===== src/rtl/spi_cmd_pkg.sv =====
`timescale 1ns/1ps
package spi_cmd_pkg;

  typedef struct packed {
    logic drive;
    logic cpol;
    logic cke;
    logic smp;
  } bus_cfg_t;

  typedef enum logic [1:0] {
    ST_CMD,
    ST_VER,
    ST_BULK,
    ST_XFER
  } dec_state_t;

  localparam bus_cfg_t BUS_CFG_RESET = 4'b0010;

  function automatic int unsigned rate_hz(input int unsigned code);
    case (code)
      0:       return 30_000;
      1:       return 125_000;
      2:       return 250_000;
      3:       return 1_000_000;
      4:       return 2_000_000;
      5:       return 2_600_000;
      6:       return 4_000_000;
      default: return 8_000_000;
    endcase
  endfunction

  function automatic logic [7:0] ver_char(input logic [1:0] idx);
    case (idx)
      2'd0:    return 8'h53;
      2'd1:    return 8'h50;
      2'd2:    return 8'h49;
      default: return 8'h31;
    endcase
  endfunction

endpackage


===== src/rtl/spi_rate_sel.sv =====
`timescale 1ns/1ps
module spi_rate_sel #(
  parameter int unsigned CLK_HZ = 64_000_000,
  parameter int unsigned HW     = 12
) (
  input  logic [2:0]    code,
  output logic [HW-1:0] half
);
  import spi_cmd_pkg::*;

  logic [HW-1:0] tbl [8];

  for (genvar g = 0; g < 8; g++) begin : g_rate
    localparam int unsigned RAW  = CLK_HZ / (2 * rate_hz(g));
    localparam int unsigned HC   = (RAW < 1) ? 1 : RAW;
    assign tbl[g] = HW'(HC);
  end

  assign half = tbl[code];
endmodule


===== src/rtl/spi_shift_engine.sv =====
`timescale 1ns/1ps
module spi_shift_engine #(
  parameter int unsigned HW = 12
) (
  input  logic          clk,
  input  logic          rst_n,
  input  logic          start,
  input  logic [7:0]    tx_byte,
  input  logic          cpol,
  input  logic          cke,
  input  logic          smp,
  input  logic [HW-1:0] half,
  input  logic          miso,
  output logic          sclk,
  output logic          mosi,
  output logic          busy,
  output logic          done,
  output logic [7:0]    rx_byte
);
  localparam logic [4:0] LAST_EDGE = 5'd17;
  localparam logic [4:0] TOGGLES   = 5'd16;

  logic          busy_q, busy_d;
  logic          ph_q, ph_d;
  logic          mosi_q, mosi_d;
  logic          done_q, done_d;
  logic [HW-1:0] div_q, div_d;
  logic [4:0]    edge_q, edge_d;
  logic [7:0]    tx_q, tx_d;
  logic [7:0]    rx_q, rx_d;

  logic [4:0] n_next;
  logic [4:0] samp_off;
  logic [4:0] lnch_off;
  logic       sample_hit;
  logic       launch_hit;
  logic [HW-1:0] half_m1;

  assign n_next   = edge_q + 5'd1;
  assign samp_off = {4'b0, ~cke} + {4'b0, smp};
  assign lnch_off = {4'b0, ~cke};
  assign half_m1  = half - {{(HW-1){1'b0}}, 1'b1};

  // sample edges: 1+off, 3+off, ... 15+off ; launch edges: 2+c .. 14+c
  assign sample_hit = (n_next >= 5'd1 + samp_off) && (n_next <= 5'd15 + samp_off) &&
                      (n_next[0] != samp_off[0]);
  assign launch_hit = (n_next >= 5'd2 + lnch_off) && (n_next <= 5'd14 + lnch_off) &&
                      (n_next[0] == lnch_off[0]);

  always_comb begin
    busy_d = busy_q;
    ph_d   = ph_q;
    mosi_d = mosi_q;
    done_d = 1'b0;
    div_d  = div_q;
    edge_d = edge_q;
    tx_d   = tx_q;
    rx_d   = rx_q;
    if (!busy_q) begin
      if (start) begin
        busy_d = 1'b1;
        div_d  = half_m1;
        edge_d = 5'd0;
        tx_d   = tx_byte;
        mosi_d = tx_byte[7];
        ph_d   = 1'b0;
      end
    end else if (div_q == '0) begin
      div_d  = half_m1;
      edge_d = n_next;
      if (n_next <= TOGGLES) ph_d = ~ph_q;
      if (sample_hit) rx_d = {rx_q[6:0], miso};
      if (launch_hit) begin
        tx_d   = {tx_q[6:0], 1'b0};
        mosi_d = tx_q[6];
      end
      if (n_next == LAST_EDGE) begin
        busy_d = 1'b0;
        done_d = 1'b1;
        ph_d   = 1'b0;
      end
    end else begin
      div_d = div_q - {{(HW-1){1'b0}}, 1'b1};
    end
  end

  always_ff @(posedge clk or negedge rst_n) begin
    if (!rst_n) begin
      busy_q <= 1'b0;
      ph_q   <= 1'b0;
      mosi_q <= 1'b0;
      done_q <= 1'b0;
      div_q  <= '0;
      edge_q <= 5'd0;
      tx_q   <= 8'h00;
      rx_q   <= 8'h00;
    end else begin
      busy_q <= busy_d;
      ph_q   <= ph_d;
      mosi_q <= mosi_d;
      done_q <= done_d;
      div_q  <= div_d;
      edge_q <= edge_d;
      tx_q   <= tx_d;
      rx_q   <= rx_d;
    end
  end

  assign sclk    = busy_q ? (cpol ^ ph_q) : cpol;
  assign mosi    = mosi_q;
  assign busy    = busy_q;
  assign done    = done_q;
  assign rx_byte = rx_q;
endmodule


===== src/rtl/spi_cmd_decoder.sv =====
`timescale 1ns/1ps
module spi_cmd_decoder
  import spi_cmd_pkg::*;
(
  input  logic       clk,
  input  logic       rst_n,
  input  logic       in_valid,
  input  logic [7:0] in_data,
  output logic       in_ready,
  output logic       out_valid,
  output logic [7:0] out_data,
  input  logic       out_ready,
  input  logic       eng_done,
  input  logic [7:0] eng_rx,
  output logic       eng_start,
  output logic [7:0] eng_tx,
  output logic       cs_level,
  output logic       pwr_en,
  output logic       pullup_en,
  output logic       aux_out,
  output logic [2:0] rate_code,
  output bus_cfg_t   bus_cfg,
  output logic       exit_pulse
);
  localparam logic [7:0] ACK  = 8'h01;
  localparam logic [7:0] NACK = 8'h00;

  dec_state_t st_q, st_d;
  logic       ov_q, ov_d;
  logic [7:0] od_q, od_d;
  logic [1:0] vi_q, vi_d;
  logic [3:0] left_q, left_d;
  logic       bulk_q, bulk_d;
  logic [3:0] hi_q, hi_d;
  logic       cs_q, cs_d;
  logic [2:0] per_q, per_d;
  logic [2:0] rc_q, rc_d;
  bus_cfg_t   cfg_q, cfg_d;
  logic       ex_q, ex_d;

  logic accept;

  assign in_ready = ((st_q == ST_CMD) || (st_q == ST_BULK)) && !ov_q;
  assign accept   = in_valid && in_ready;

  always_comb begin
    st_d      = st_q;
    ov_d      = ov_q;
    od_d      = od_q;
    vi_d      = vi_q;
    left_d    = left_q;
    bulk_d    = bulk_q;
    hi_d      = hi_q;
    cs_d      = cs_q;
    per_d     = per_q;
    rc_d      = rc_q;
    cfg_d     = cfg_q;
    ex_d      = 1'b0;
    eng_start = 1'b0;
    eng_tx    = in_data;

    if (ov_q && out_ready) begin
      if ((st_q == ST_VER) && (vi_q != 2'd3)) begin
        vi_d = vi_q + 2'd1;
        od_d = ver_char(vi_q + 2'd1);
      end else begin
        ov_d = 1'b0;
        if (st_q == ST_VER) st_d = ST_CMD;
      end
    end

    if (accept && (st_q == ST_BULK)) begin
      eng_start = 1'b1;
      st_d      = ST_XFER;
    end else if (accept) begin
      ov_d = 1'b1;
      od_d = ACK;
      casez (in_data)
        8'h00: begin
          ov_d = 1'b0;
          ex_d = 1'b1;
        end
        8'h01: begin
          od_d = ver_char(2'd0);
          vi_d = 2'd0;
          st_d = ST_VER;
        end
        8'b0000_001?: cs_d = in_data[0];
        8'b0001_????: begin
          left_d = in_data[3:0];
          bulk_d = 1'b1;
          st_d   = ST_BULK;
        end
        8'b0010_????: begin
          ov_d      = 1'b0;
          eng_start = 1'b1;
          eng_tx    = {hi_q, in_data[3:0]};
          bulk_d    = 1'b0;
          st_d      = ST_XFER;
        end
        8'b0011_????: hi_d = in_data[3:0];
        8'b0100_????: begin
          per_d = in_data[3:1];
          cs_d  = in_data[0];
        end
        8'b0110_0???: rc_d = in_data[2:0];
        8'b1000_????: cfg_d = bus_cfg_t'(in_data[3:0]);
        default:      od_d = NACK;
      endcase
    end

    if ((st_q == ST_XFER) && eng_done) begin
      ov_d = 1'b1;
      od_d = eng_rx;
      if (bulk_q && (left_q != 4'd0)) begin
        left_d = left_q - 4'd1;
        st_d   = ST_BULK;
      end else begin
        bulk_d = 1'b0;
        st_d   = ST_CMD;
      end
    end
  end

  always_ff @(posedge clk or negedge rst_n) begin
    if (!rst_n) begin
      st_q   <= ST_CMD;
      ov_q   <= 1'b0;
      od_q   <= 8'h00;
      vi_q   <= 2'd0;
      left_q <= 4'd0;
      bulk_q <= 1'b0;
      hi_q   <= 4'd0;
      cs_q   <= 1'b1;
      per_q  <= 3'd0;
      rc_q   <= 3'd0;
      cfg_q  <= BUS_CFG_RESET;
      ex_q   <= 1'b0;
    end else begin
      st_q   <= st_d;
      ov_q   <= ov_d;
      od_q   <= od_d;
      vi_q   <= vi_d;
      left_q <= left_d;
      bulk_q <= bulk_d;
      hi_q   <= hi_d;
      cs_q   <= cs_d;
      per_q  <= per_d;
      rc_q   <= rc_d;
      cfg_q  <= cfg_d;
      ex_q   <= ex_d;
    end
  end

  assign out_valid  = ov_q;
  assign out_data   = od_q;
  assign cs_level   = cs_q;
  assign pwr_en     = per_q[2];
  assign pullup_en  = per_q[1];
  assign aux_out    = per_q[0];
  assign rate_code  = rc_q;
  assign bus_cfg    = cfg_q;
  assign exit_pulse = ex_q;
endmodule


===== src/rtl/spi_cmd_bridge.sv =====
`timescale 1ns/1ps
module spi_cmd_bridge #(
  parameter int unsigned CLK_HZ = 64_000_000
) (
  input  logic       clk,
  input  logic       rst_n,
  input  logic       in_valid,
  input  logic [7:0] in_data,
  output logic       in_ready,
  output logic       out_valid,
  output logic [7:0] out_data,
  input  logic       out_ready,
  output logic       exit_pulse,
  output logic       spi_sclk,
  output logic       spi_mosi,
  input  logic       spi_miso,
  output logic       spi_cs,
  output logic       pin_drive,
  output logic       pwr_en,
  output logic       pullup_en,
  output logic       aux_out
);
  import spi_cmd_pkg::*;

  localparam int unsigned HW = $clog2(CLK_HZ / 60_000 + 2) + 1;

  logic [1:0]    rst_sync_q;
  logic          rst_n_sync;
  logic          eng_start, eng_busy, eng_done;
  logic [7:0]    eng_tx, eng_rx;
  logic [2:0]    rate_code;
  logic [HW-1:0] half;
  bus_cfg_t      bus_cfg;
  logic          bus_cpol;

  always_ff @(posedge clk or negedge rst_n) begin
    if (!rst_n) rst_sync_q <= 2'b00;
    else        rst_sync_q <= {rst_sync_q[0], 1'b1};
  end
  assign rst_n_sync = rst_sync_q[1];

  spi_cmd_decoder u_dec (
    .clk       (clk),
    .rst_n     (rst_n_sync),
    .in_valid  (in_valid),
    .in_data   (in_data),
    .in_ready  (in_ready),
    .out_valid (out_valid),
    .out_data  (out_data),
    .out_ready (out_ready),
    .eng_done  (eng_done),
    .eng_rx    (eng_rx),
    .eng_start (eng_start),
    .eng_tx    (eng_tx),
    .cs_level  (spi_cs),
    .pwr_en    (pwr_en),
    .pullup_en (pullup_en),
    .aux_out   (aux_out),
    .rate_code (rate_code),
    .bus_cfg   (bus_cfg),
    .exit_pulse(exit_pulse)
  );

  spi_rate_sel #(.CLK_HZ(CLK_HZ), .HW(HW)) u_rate (
    .code(rate_code),
    .half(half)
  );

  spi_shift_engine #(.HW(HW)) u_eng (
    .clk    (clk),
    .rst_n  (rst_n_sync),
    .start  (eng_start),
    .tx_byte(eng_tx),
    .cpol   (bus_cfg.cpol),
    .cke    (bus_cfg.cke),
    .smp    (bus_cfg.smp),
    .half   (half),
    .miso   (spi_miso),
    .sclk   (spi_sclk),
    .mosi   (spi_mosi),
    .busy   (eng_busy),
    .done   (eng_done),
    .rx_byte(eng_rx)
  );

  assign pin_drive = bus_cfg.drive;
  assign bus_cpol  = bus_cfg.cpol;
endmodule


===== config.mk =====
export PLATFORM = sky130hd
export DESIGN_NAME = spi_cmd_bridge
export DESIGN_NICKNAME = d
export VERILOG_FILES = /design/src/rtl/spi_cmd_pkg.sv /design/src/rtl/spi_rate_sel.sv /design/src/rtl/spi_shift_engine.sv /design/src/rtl/spi_cmd_decoder.sv /design/src/rtl/spi_cmd_bridge.sv
export SDC_FILE = /design/constraint.sdc
export NUM_CORES = 1
export LEC_CHECK = 0
export BUFFER_PORTS_ARGS = -buffer_cell sky130_fd_sc_hd__buf_2
export CAP_MARGIN = 20
export CORE_ASPECT_RATIO = 1.2
export CORE_MARGIN = 2
export CORE_UTILIZATION = 60
export DETAILED_ROUTE_END_ITERATION = 12
export PLACE_DENSITY = 0.88
export REMOVE_ABC_BUFFERS = 1
export SETUP_SLACK_MARGIN = 0.15
export SLEW_MARGIN = 30
export SYNTH_ARGS = -nofsm -noshare
export SYNTH_HDL_FRONTEND = slang
export SYNTH_SLANG_ARGS = --single-unit

===== constraint.sdc =====
create_clock -name clk -period 2.5 [get_ports clk]
set_input_delay 0.125 -clock clk [delete_from_list [all_inputs] [get_ports clk]]
set_output_delay 0.125 -clock clk [all_outputs]
set_load 0.02 [all_outputs]

# Word-level counts from Yosys, hierarchy flattened
# Memories as Yosys holds them, arrays and structs flattened.
# Cells that the tools add are included.
dict set report op_classes {
  n_addsub 10
  order_cmp 6
  n_eq_ne 20
  muxes 74
  n_bitwise 5
  n_reduce_logical 31
}
# operator n
set ops {}
lappend ops {{$mux W8} 8}
lappend ops {{$mux W12} 5}
lappend ops {{$mux W1} 33}
lappend ops {{$mux W7} 4}
lappend ops {{$mux W2} 12}
lappend ops {{$reduce_and A3 Y1} 8}
lappend ops {{$sub A12 B1 Y12 const B} 2}
lappend ops {{$pmux W7 S3} 1}
lappend ops {{$mux W4} 5}
lappend ops {{$mux W5} 3}
lappend ops {{$pmux W7 S2} 1}
lappend ops {{$logic_not A12 Y1} 1}
lappend ops {{$logic_and A1 B1 Y1} 11}
lappend ops {{$ge A5 B5 Y1} 2}
lappend ops {{$le A5 B5 Y1} 2}
lappend ops {{$eq A4 B2 Y1 const B} 2}
lappend ops {{$eq A8 B1 Y1 const B} 1}
lappend ops {{$logic_not A8 Y1} 1}
lappend ops {{$reduce_or A8 Y1} 1}
lappend ops {{$eq A7 B1 Y1 const B} 1}
lappend ops {{$eq A2 B2 Y1 const B} 3}
lappend ops {{$ne A2 B2 Y1 const B} 3}
lappend ops {{$pmux W2 S3} 1}
lappend ops {{$add A1 B5 Y5 const A} 1}
lappend ops {{other kinds (29)} 34}
dict set report totals {
  register_bits 72
  rom_bits 96
  in_bits 13
  output_inout_bits 18
  elab_cells 171
  n_memories 1
}
# name words word_bits rd rd_ports_with_merged_regs wr line_no
set memory_table {}
lappend memory_table {{(name not given)} 8 12 1 0 0 spi_rate_sel.sv:19} ;# assign half = tbl[code];

# Logic depth before layout (Yosys ltp)
# Gate-level depths: netlist of run 1.
dict set report depth {
  ltp_word 8
  ltp_mapped 9
}

# Modules after synthesis
# A second synthesis of run 1 with hierarchy kept.
dict set report unflattened {
  cells_unflattened 440
  hier_area_um2 4365.4
}
# module n_inst cells_each area_per_inst_um2 seq_area_each_um2
set modules_own_cells {}
lappend modules_own_cells {spi_shift_engine 1 237 2334.7 900.9}
lappend modules_own_cells {spi_cmd_decoder 1 181 1818.0 853.3}
lappend modules_own_cells {spi_rate_sel 1 19 158.9 0.0}
lappend modules_own_cells {spi_cmd_bridge 1 3 53.8 50.0}

# Worst setup path after synthesis of run 1
# Ideal clock, no wire load.
dict set report synth_path {
  path_type {reg-to-reg}
  from {register u_eng.edge_q[0]}
  to {register u_eng.rx_q[0] (netlist: u_eng.rx_byte[0])}
  setup_ns 0.125
  arrival_ns 2.520
  required_time_ns 2.375
  slack_ns -0.145
  path_stages_with_launch 9
  n_path_buf 0
  period_less_slack_ns 2.645
  path_cell_list {dfrtp_1 > inv_1 > ha_1 > ha_1 > nand2b_1 > o31ai_1 > or4_4 > a2111oi_4 > mux2_2}
}
dict set report synth_between {
  elab_chain_len 5
  elab_cells_between_ends 7
  cone_classes {1 x add/sub; 2 x order compare; 1 x eq/ne; 3 x reduce/logical}
}
# element line_no
set synth_rtl {}
lappend synth_rtl {{from (decl)} spi_shift_engine.sv:28} ;# logic [4:0] edge_q, edge_d;
lappend synth_rtl {{from (signal assigned)} spi_shift_engine.sv:103} ;# edge_q <= edge_d;
lappend synth_rtl {{$add A5 B1 Y5 *} spi_shift_engine.sv:39} ;# assign n_next = edge_q + 5'd1;
lappend synth_rtl {{$ge A5 B5 Y1 / $le A5 B5 Y1 (equally long branches)} spi_shift_engine.sv:45} ;# assign sample_hit = (n_next >= 5'd1 + samp_off) && (n_next <= 5'd15 + samp_off) &&
lappend synth_rtl {{$logic_and A1 B1 Y1} spi_shift_engine.sv:45}
lappend synth_rtl {{$logic_and A1 B1 Y1 *} spi_shift_engine.sv:45}
lappend synth_rtl {{$reduce_and A3 Y1 (no line) *} --}
lappend synth_rtl {{to (signal assigned)} spi_shift_engine.sv:105} ;# rx_q <= rx_d;
lappend synth_rtl {{to (decl)} spi_shift_engine.sv:30} ;# logic [7:0] rx_q, rx_d;
# Every way passes the cells marked *; elsewhere a longest branch is shown, timed or not.
# A chain may end at the register's enable or synchronous reset.

# Worst setup path after layout of run 1
# Same ends and word-level chain as after synthesis.

==> out/results.ini, run 1 <==
[status]
status = finished with violations
violations = setup timing

[power]
pwr-share-clk = 0.176
seqPwrFrac = 0.306
combPwrFrac = 0.518
p_sw_frac = 0.4120
p_int_mw = 3.852
p_sw_mw = 2.699
powerDensity_nw_per_um2 = 1237
p_leak_nw = 2.413
peakVddDrop_uv = 636.1

[worst_setup_path]
path_max_fanout = 8
critPathRequiredTime_ps = 2750
worst-setup-path-type = flip-flop to flip-flop
critPathLaunchType = flip-flop
arrival_ps = 2760
end_kind = flip-flop

[placed_design]
portBuffers = 30
post_dp_cell_area_um2 = 4753
dp_hpwl_mm = 7.443
pre_cts_slack_ps = -92.47
place_congestion = 0.8963

[route]
num_vias = 3914
via_per_inst = 6.502
firstDrtPassIters = 6
drc = 0
wirelength_mm = 11.87
drtAntennaViolNets = 0
drtIter0Drc = 533
post_drt_wl_per_cell_um = 19.72

[yosys]
synthAdderAreaFrac = 0.06680
synth.distinct_cells = 62
async_flop_share = 1.000
netlist_area_um2 = 4270
syn_inst = 436
synth_top_family_by_area = simple AND/OR/NAND/NOR gates
ys.flop_type = dfrtp_1
synth_xor_area_frac = 0.02256
syn_area_per_cell_um2 = 9.794
ys_seq_elements = 72
muxShareOfSynthArea = 0.1201
synth_edf_count = 0
yosys.area_share.simple = 0.1811
ys_seq_area_frac = 0.4225
synth_compound_area_frac = 0.1471
synth_warnings = 0

[grt]
grt_max_degree = 44
grt_pass1_wl_mm = 18.64
overflow = 0
antenna_found_initial = 0
grt_util_all_layers = 0.3165
grt_pass1_vias = 3763

[clock_network]
cts_root_buffer = clkbuf_8
clock_path_buffers = 2
cts.sinks = 72
worstSkewPairLatency_ps = 360
cts_tree = done
htreeDepth = 3
path_clk_slew_ps = 90
numCtsBuffers = 9

[sta]
rsz0062_at_grt = true
period_share = 1.002
period_minus_slack_ps = 2505
slew_headroom = 0.4880
fmax_mhz = 399.3
hold_viol = 0
tightest_slew_ps = 766.5
skew_ps = 8.859
slew_violations = 0
setup_viol_count_final = 3
layout_setup_ws_ps = -4.551

[die]
start_util = 0.6230
die_h_um = 96.42
coreArea_um2 = 6854
die_w_um = 81.02
io_pins = 31
dieArea_um2 = 7811
rows = 33

[final_layout]
drive_gt1_frac = 0.3398
multiInputGateArea_um2 = 2499
nets = 545
final_common_cell = dfrtp_1
stdcell_area_um2 = 5296
syn_to_final_growth_pct = 24.03
final_cell_mix = dfrtp_1, buf_4, nand2_1
nFillCells = 409
seq_area_um2 = 1809
post-route-util = 0.7727
diodes = 0

[run]
drv_cap = 0

[worst_hold_path]
hold_class = input port to flip-flop

==> synth_stat cells, types with 3 or more instances <==
library cell	number	area share
mux2_2	34	0.090
a211oi_1	3	0.0053
and2_1	4	0.0059
nor3_1	15	0.018
inv_1	24	0.021
nand3_1	8	0.0094
nor2b_1	5	0.0073
or3b_2	3	0.0062
a221o_1	3	0.0070
nor3b_1	3	0.0053
o22ai_1	4	0.0059
ha_1	22	0.064
o221a_2	3	0.0079
o21ai_0	29	0.034
nand2b_1	7	0.010
nor2_1	33	0.029
o31ai_1	3	0.0053
clkbuf_1	16	0.014
dfrtp_1	70	0.41
nand2_1	36	0.032
nor4b_1	5	0.010
and3_1	6	0.0088
a31oi_1	4	0.0059
nand4_1	6	0.0088
a21oi_1	23	0.027
xnor2_1	6	0.012
mux2i_1	13	0.030
xor2_1	5	0.010
==> critical path, cell delays in order (launching register included) <==
cell and delay, ps:
dfrtp_1 420, inv_2 80, ha_4 260, ha_4 270
nand2b_4 120, o31ai_2 70, or4_4 430, a2111oi_4 220
buf_6 200, mux2_2 340
==> power groups by stage <==
stage	Clock (mW)	Combinational, mW	Sequential (mW)
global route	1.21	3.62	2.04
CTS	1.14	3.10	1.95
detailed placement	0	2.70	1.96
finish	1.15	3.40	2.00
floorplan	0	1.57	2.05
global placement	0	2.58	1.92
==> per-stage QoR <==
stage               hold slack, ps  setup TNS [ps]  power (mW)  instances
detailed placement          -87.29          -706.1       4.652        574
global placement            -90.01          -100.6       4.505        574
floorplan                   -170.6           -1159       3.627        418
finish                       9.961          -10.37       6.551        602
CTS                          10.56               0       6.189        599
global route                -5.116          -626.6       6.871        602
==> final cells by class <==
class | instances | area share
flip-flops and latches | 72 | 0.3416
clock buffers | 9 | 0.02339
clock inverters | 7 | 0.02268
well taps | 87 | 0.02055
inverters | 24 | 0.01748
repair buffers | 81 | 0.1025
multi-input cells | 322 | 0.4718
==> worst paths after layout <==
check / startpoint / slack (ps) / endpoint / cells past startpoint
max reg2reg: u_eng.edge_q[0]$_DFFE_PN0P_ / -5 / u_eng.rx_byte[0]$_DFFE_PN0P_ / 9
max: u_eng.edge_q[0]$_DFFE_PN0P_ / -5 / u_eng.rx_byte[0]$_DFFE_PN0P_ / 9
min reg2reg: rst_sync_q[1]$_DFF_PN0_ / 330 / u_dec.rate_code[0]$_DFFE_PN0P_ / 0
max in group asynchronous: rst_sync_q[1]$_DFF_PN0_ / 1590 / u_dec.out_data[3]$_DFF_PN0_ / 1
min: spi_miso / 10 / u_eng.rx_byte[0]$_DFFE_PN0P_ / 2
min in group asynchronous: rst_n / 70 / rst_sync_q[0]$_DFF_PN0_ / 2
==> routing by layer <==
layer / vias to the layer above / routed length, um / GRT usage
li1: 1717 / - / -
met1: 1897 / 4546 / 0.3876
met2: 244 / 5867 / 0.5255
met3: 56 / 933 / 0.08271
met4: 0 / 525 / 0.1427
met5: - / 0 / 0
==> kinds of logic after synthesis <==
| group | count (synthesis) |
|---|---|
| AOI/OAI and AO/OA | 94 |
| DFF | 72 |
| muxes | 47 |
| buffers and inverters | 42 |
| other | 1 |
| adders and majority gates | 23 |
| and+or+nand+nor | 146 |
| xor gates and xnor gates | 11 |
==> registers in the layout (all words and copies together), names as in the netlist, 2 cells and up <==
signal / count
u_eng.div_q: 12
u_dec.out_data: 8
u_eng.rx_byte: 8
u_eng.tx_q: 7
u_eng.edge_q: 5
u_dec.bus_cfg: 4
u_dec.hi_q: 4
u_dec.left_q: 4
u_dec.per_q: 3
u_dec.rate_code: 3
rst_sync_q: 2
u_dec.st_q: 2
u_dec.vi_q: 2
==> timing repair <==
| action | CTS | global route |
|---|---|---|
| cloned | 0 | 0 |
| resized for setup | 23 | 19 |
| buffers inserted | 8 | 3 |
| pin swaps | 4 | 1 |
| setup endpoints to repair | 18 | 18 |
| hold buffers | 1 | 0 |
| endpoints found under the hold margin | 2 | 0 |
Note: power is estimated with default switching activity, not from simulation.
==> run 2, diff against run 1 <==
--- a/config.mk
+++ b/config.mk
@@ -17,4 +17,5 @@
 export SLEW_MARGIN = 30
 export SYNTH_ARGS = -nofsm -noshare
 export SYNTH_HDL_FRONTEND = slang
+export SYNTH_HIERARCHICAL = 1
 export SYNTH_SLANG_ARGS = --single-unit
==> constraint.sdc (replaced) <==
create_clock -name clk -period 2.4 [get_ports clk]
set_input_delay 0.48 -clock clk [delete_from_list [all_inputs] [get_ports clk]]
set_output_delay 0.48 -clock clk [all_outputs]
set_load 0.02 [all_outputs]
==> out/results.ini, run 2 <==
[worst_setup_path]
cp_top_family = simple AND/OR/NAND/NOR gates
critPathLaunchType = flip-flop
path_buf_inv = 1
end_kind = flip-flop
slowest_stage = or4_4
arrival_ps = 2660
worst-setup-path-type = flip-flop to flip-flop
path_max_fanout = 4
slowest_delay_ps = 580
critPathRequiredTime_ps = 2670
path_cells = inv_2, ha_4, mux2_4, or4_4, nor4_4, xor2_1, nand2_1, o211ai_1

[die]
rows = 34
dieArea_um2 = 7977
start_util = 0.6108
coreArea_um2 = 7147
die_h_um = 97.44
die_w_um = 81.87
io_pins = 31

[yosys]
syn_area_per_cell_um2 = 9.921
ys.flop_type = dfrtp_1
yosysMostFrequentCell = dfrtp_1
ys_seq_elements = 72
synth_top_area_cell = dfrtp_1
netlist_area_um2 = 4365
synth_area_leaders = dfrtp_1, mux2_2, ha_1
synth_top_area_share = 0.4013
synthTopCellsByCount = dfrtp_1, nand2_1, mux2_2
ys_seq_area_frac = 0.4133
async_flop_share = 1.000
synth_warnings = 6
syn_inst = 440
synth_edf_count = 0
synth.distinct_cells = 67

[grt]
overflow = 0
grt_pass1_vias = 3986
grt_max_degree = 71
antenna_found_initial = 0
grt_util_all_layers = 0.3251
grt_pass1_wl_mm = 19.80

[final_layout]
diodes = 0
post-route-util = 0.7773
syn_to_final_growth_pct = 27.26
final_common_cell = dfrtp_1
nets = 552
drive_gt1_frac = 0.3966
top_register = u_eng/div_q
final_cell_mix = dfrtp_1, buf_4, nand2_1
largest_reg_flops = 12

[clock_network]
htreeDepth = 3
cts_root_buffer = clkbuf_8
path_clk_slew_ps = 80
numCtsBuffers = 9
cts_tree = done
clock_path_buffers = 2
worstSkewPairLatency_ps = 360
cts.sinks = 72

[sta]
slew_violations = 0
period_share = 0.9958
rsz0062_at_grt = true
slew_headroom = 0.4312
period_minus_slack_ps = 2390
fmax_mhz = 418.4
whs_ps = 284.0
setup_viol_count_final = 0
layout_setup_ws_ps = 10.11
hold_viol = 0
skew_ps = 8.662
tightest_slew_ps = 850.1

[power]
p_sw_mw = 2.706
pwr-share-clk = 0.185
p_int_mw = 3.805
p_sw_frac = 0.4156
total_power_mw = 6.511
seqPwrFrac = 0.316
powerDensity_nw_per_um2 = 1172
peakVddDrop_uv = 757.2
p_leak_nw = 2.579
combPwrFrac = 0.499

[placed_design]
dp_hpwl_mm = 7.428
place_congestion = 0.9099
portBuffers = 30
pre_cts_slack_ps = -86.18

[route]
post_drt_wl_per_cell_um = 22.39
wirelength_mm = 13.70
drc = 0
drtAntennaViolNets = 0
via_per_inst = 6.757
num_vias = 4135
drtIter0Drc = 464
firstDrtPassIters = 6

[status]
status = finished, final reports clean

[run]
drv_cap = 0

[worst_hold_path]
hold_class = flip-flop to async pin

[run 2: changes by cell type in the layout (fill, tap and decap cells not counted), sizes merged, moves of 5 or more]
cell / previous run / this run
buf: 80 / 88
nand2: 36 / 44
nor2: 33 / 25
o21ai: 30 / 22
xor2: 5 / 12
a21oi: 24 / 18
mux2i: 13 / 7
nand3: 8 / 14
nor3: 15 / 9
nand2b: 7 / 2
[run 2: repair_timing]
item                                   4_1_cts  5_1_grt
pin swaps                                    8       13
setup endpoints to repair                   30       25
gates resized for setup                     27       42
hold buffers                                 1        0
endpoints found under the hold margin        2        0
setup buffers                               11       12
[run 2: path summary, 6_finish.rpt]
| path | start | endpoint | slack, ps | cells past startpoint |
|---|---|---|---|---|
| setup / recovery | u_dec/rate_code[0]$_DFFE_PN0P_ | u_eng/div_q[9]$_DFFE_PN0P_ | 10 | 8 |
| hold / removal | rst_sync_q[1]$_DFF_PN0_ | u_dec/rate_code[0]$_DFFE_PN0P_ | 280 | 1 |
| setup reg to reg | u_dec/rate_code[0]$_DFFE_PN0P_ | u_eng/div_q[9]$_DFFE_PN0P_ | 10 | 8 |
| hold reg to reg | rst_sync_q[1]$_DFF_PN0_ | u_dec/rate_code[0]$_DFFE_PN0P_ | 280 | 1 |
| max in group asynchronous | rst_sync_q[1]$_DFF_PN0_ | u_dec/bus_cfg[1]$_DFFE_PN1P_ | 1760 | 1 |
| min in group clk | rst_sync_q[0]$_DFF_PN0_ | rst_sync_q[1]$_DFF_PN0_ | 360 | 0 |
[run 2: layer usage]
layer,GRT usage,part of all wire,wire length (um)
met2,0.5228,0.49,6763
met3,0.07528,0.088,1204
met1,0.4042,0.35,4818
met5,0,0,0
met4,0.1603,0.067,915
[run 2: area by class of cell]
cell class                 instances  area (um2)
inverter                          25       93.84
clock inverter                     5       105.1
fill                             381        1592
sequential                        72        1808
timing repair buffer              89       644.4
tap                               90       112.6
clock buffer                      11       141.4
multi-input combinational        320        2650
[run 2: through the flow]
step | cell area, um2 | cells | TNS, ps
after floorplan | 4242 | 417 | -683.3
after global placement | 4781 | 572 | -10.66
after detailed placement | 4781 | 572 | -647.9
after CTS | 5253 | 600 | 0
after global routing | 5555 | 612 | -310.7
final | 5555 | 612 | 0
[run 2: power by group through the flow]
stage / Combinational, mW / Sequential [mW] / Clock, mW
2_1_floorplan: 1.49 / 2.08 / 0
3_3_place_gp: 2.30 / 1.97 / 0
3_5_place_dp: 2.42 / 2.01 / 0
4_1_cts: 2.71 / 2.00 / 1.19
5_1_grt: 3.46 / 2.09 / 1.26
6_report: 3.25 / 2.06 / 1.21
[run 2: worst register-to-register path, stage by stage (launching register included)]
cell,delay (ps)
dfrtp_1,420
inv_2,110
ha_4,210
mux2_4,260
or4_4,580
nor4_4,220
xor2_1,230
nand2_1,130
o211ai_1,130
[run 2: cell families (layout without fill, tap and decap cells)]
logic type,Yosys count,after routing,share of synthesized area
compound gates,90,90,0.1513
xor+xnor,17,17,0.03411
flops,72,72,0.4133
other cells,2,5,0.001720
mux,43,43,0.1106
simple gates,143,143,0.1734
fa+ha+maj,22,22,0.06305
buf+inv,51,130,0.05245
==> run 3, diff against run 2 <==
--- a/config.mk
+++ b/config.mk
@@ -7,7 +7,7 @@
 export LEC_CHECK = 0
 export BUFFER_PORTS_ARGS = -buffer_cell sky130_fd_sc_hd__buf_2
 export CAP_MARGIN = 20
-export CORE_ASPECT_RATIO = 1.2
+export CORE_ASPECT_RATIO = 0.6
 export CORE_MARGIN = 2
 export CORE_UTILIZATION = 60
 export DETAILED_ROUTE_END_ITERATION = 12
==> constraint.sdc (replaced) <==
create_clock -name clk -period 2.7 [get_ports clk]
set_input_delay 0.54 -clock clk [delete_from_list [all_inputs] [get_ports clk]]
set_output_delay 0.54 -clock clk [all_outputs]
set_load 0.02 [all_outputs]
==> out/results.ini, run 3 (synthesized netlist as in run 2, its figures left out) <==
[clock_network]
clock_path_buffers = 2
cts_root_buffer = clkbuf_16
numCtsBuffers = 9
worstSkewPairLatency_ps = 330
path_clk_slew_ps = 60
cts.sinks = 72
cts_tree = done
htreeDepth = 3

[grt]
use_met1 = 0.4301
antenna_found_initial = 0
grt_util_all_layers = 0.2971
grt_max_degree = 26
grt_pass1_wl_mm = 18.23
top_usage_layer = met2
overflow = 0
grtUsageMet3 = 0.08420
grt_pass1_vias = 3618
use_met2 = 0.4365

[sta]
slew_headroom = 0.3646
hold_viol = 0
layout_setup_ws_ps = 217.9
tightest_slew_ps = 938.3
setup_tns_ps = 0
fmax_mhz = 402.9
rsz0062_at_grt = true
period_share = 0.9193
skew_ps = 5.725
slew_violations = 0
period_minus_slack_ps = 2482
setup_viol_count_final = 0
whs_ps = 255.6

[die]
rows = 24
die_w_um = 114.1
start_util = 0.6108
die_h_um = 70.07
io_pins = 31
dieArea_um2 = 7996
coreArea_um2 = 7147

[final_layout]
top_register = u_eng/div_q
syn_to_final_growth_pct = 16.11
nets = 512
final_cells = 573
drive_gt1_frac = 0.2614
final_common_cell = dfrtp_1
final_cell_mix = dfrtp_1, nand2_1, buf_2
largest_reg_flops = 12
diodes = 0

[route]
num_vias = 3585
post_drt_wl_per_cell_um = 19.19
drtIter0Drc = 398
drc = 0
firstDrtPassIters = 5
via_per_inst = 6.257
drtAntennaViolNets = 0
wirelength_mm = 11.00

[power]
powerDensity_nw_per_um2 = 1062
total_power_mw = 5.383
peakVddDrop_uv = 716.3
p_leak_nw = 2.389

[worst_setup_path]
arrival_ps = 2690
slowest_stage = or4_1
cp_top_family = simple AND/OR/NAND/NOR gates
path_max_fanout = 7
critPathRequiredTime_ps = 2910
path_buf_inv = 0
path_cells = or4_1, nor4_4, a21oi_2, a21oi_4, mux2_1
worst-setup-path-type = flip-flop to flip-flop
slowest_delay_ps = 680
critPathLaunchType = flip-flop
end_kind = flip-flop

[status]
status = finished, final reports clean

[placed_design]
dp_hpwl_mm = 7.949
portBuffers = 30
pre_cts_slack_ps = 94.84
place_congestion = 0.9733
dp.cells = 554

[run]
drv_cap = 0

[worst_hold_path]
hold_class = flip-flop to async pin

## run 3: changes by cell type in the layout (fill, tap and decap cells not counted), moves of 5 or more
cell / change
buf_4: -34
clkbuf_16: +9
clkbuf_8: -9
mux2_4: -8
mux2_1: +7
ha_1: +5
## run 3: final timing paths
| check | startpoint | end | slack (ps) | cells after the start |
|---|---|---|---|---|
| hold reg to reg | rst_sync_q[1]$_DFF_PN0_ | u_dec/vi_q[0]$_DFF_PN0_ | 260 | 0 |
| max in group asynchronous | rst_sync_q[1]$_DFF_PN0_ | u_dec/bus_cfg[1]$_DFFE_PN1P_ | 1660 | 1 |
| setup / recovery | u_eng/div_q[4]$_DFFE_PN0P_ | u_eng/tx_q[1]$_DFFE_PN0P_ | 220 | 5 |
| setup reg to reg | u_eng/div_q[4]$_DFFE_PN0P_ | u_eng/tx_q[1]$_DFFE_PN0P_ | 220 | 5 |
| hold / removal | rst_sync_q[1]$_DFF_PN0_ | u_dec/vi_q[0]$_DFF_PN0_ | 260 | 0 |
| min in group clk | rst_sync_q[0]$_DFF_PN0_ | rst_sync_q[1]$_DFF_PN0_ | 370 | 0 |
## run 3: per-stage QoR
| stage | utilization | instance area, um2 |
|---|---|---|
| 2_1_floorplan | - | 4242 |
| 3_3_place_gp | 0.6474 | 4627 |
| 3_5_place_dp | 0.6474 | 4627 |
| 4_1_cts | 0.7019 | 5016 |
| 5_1_grt | 0.7092 | 5069 |
| 6_report | 0.7092 | 5069 |
## run 3: where the power goes
part           leakage, nW  switching (mW)  total, mW  internal (mW)
clock network        0.182           0.441       1.46           1.02
registers            0.910           0.380       1.84           1.46
logic                 1.30            1.21       2.09          0.873
total                 2.39            2.03       5.38           3.35
## run 3: per-layer routing
| metal | wire length, um | vias up |
|---|---|---|
| li1 | - | 1653 |
| met1 | 4856 | 1752 |
| met2 | 4953 | 163 |
| met3 | 1005 | 17 |
| met4 | 180 | 0 |
| met5 | 0 | - |
## run 3: cell type report
class,instances,area (um2)
inverters,25,93.84
multi-input cells,320,2390
clock inverters,6,130.1
fillers,492,2078
repair buffers,49,295.3
well taps,91,113.9
clock buffers,10,239.0
flip-flops and latches,72,1807
## run 3: what timing repair did
action,CTS,global route
hold buffers,1,0
pin swaps,0,4
hold endpoints to repair,2,0
setup endpoints to repair,11,27
resized for setup,2,8
gates cloned,0,0
buffers inserted,0,2
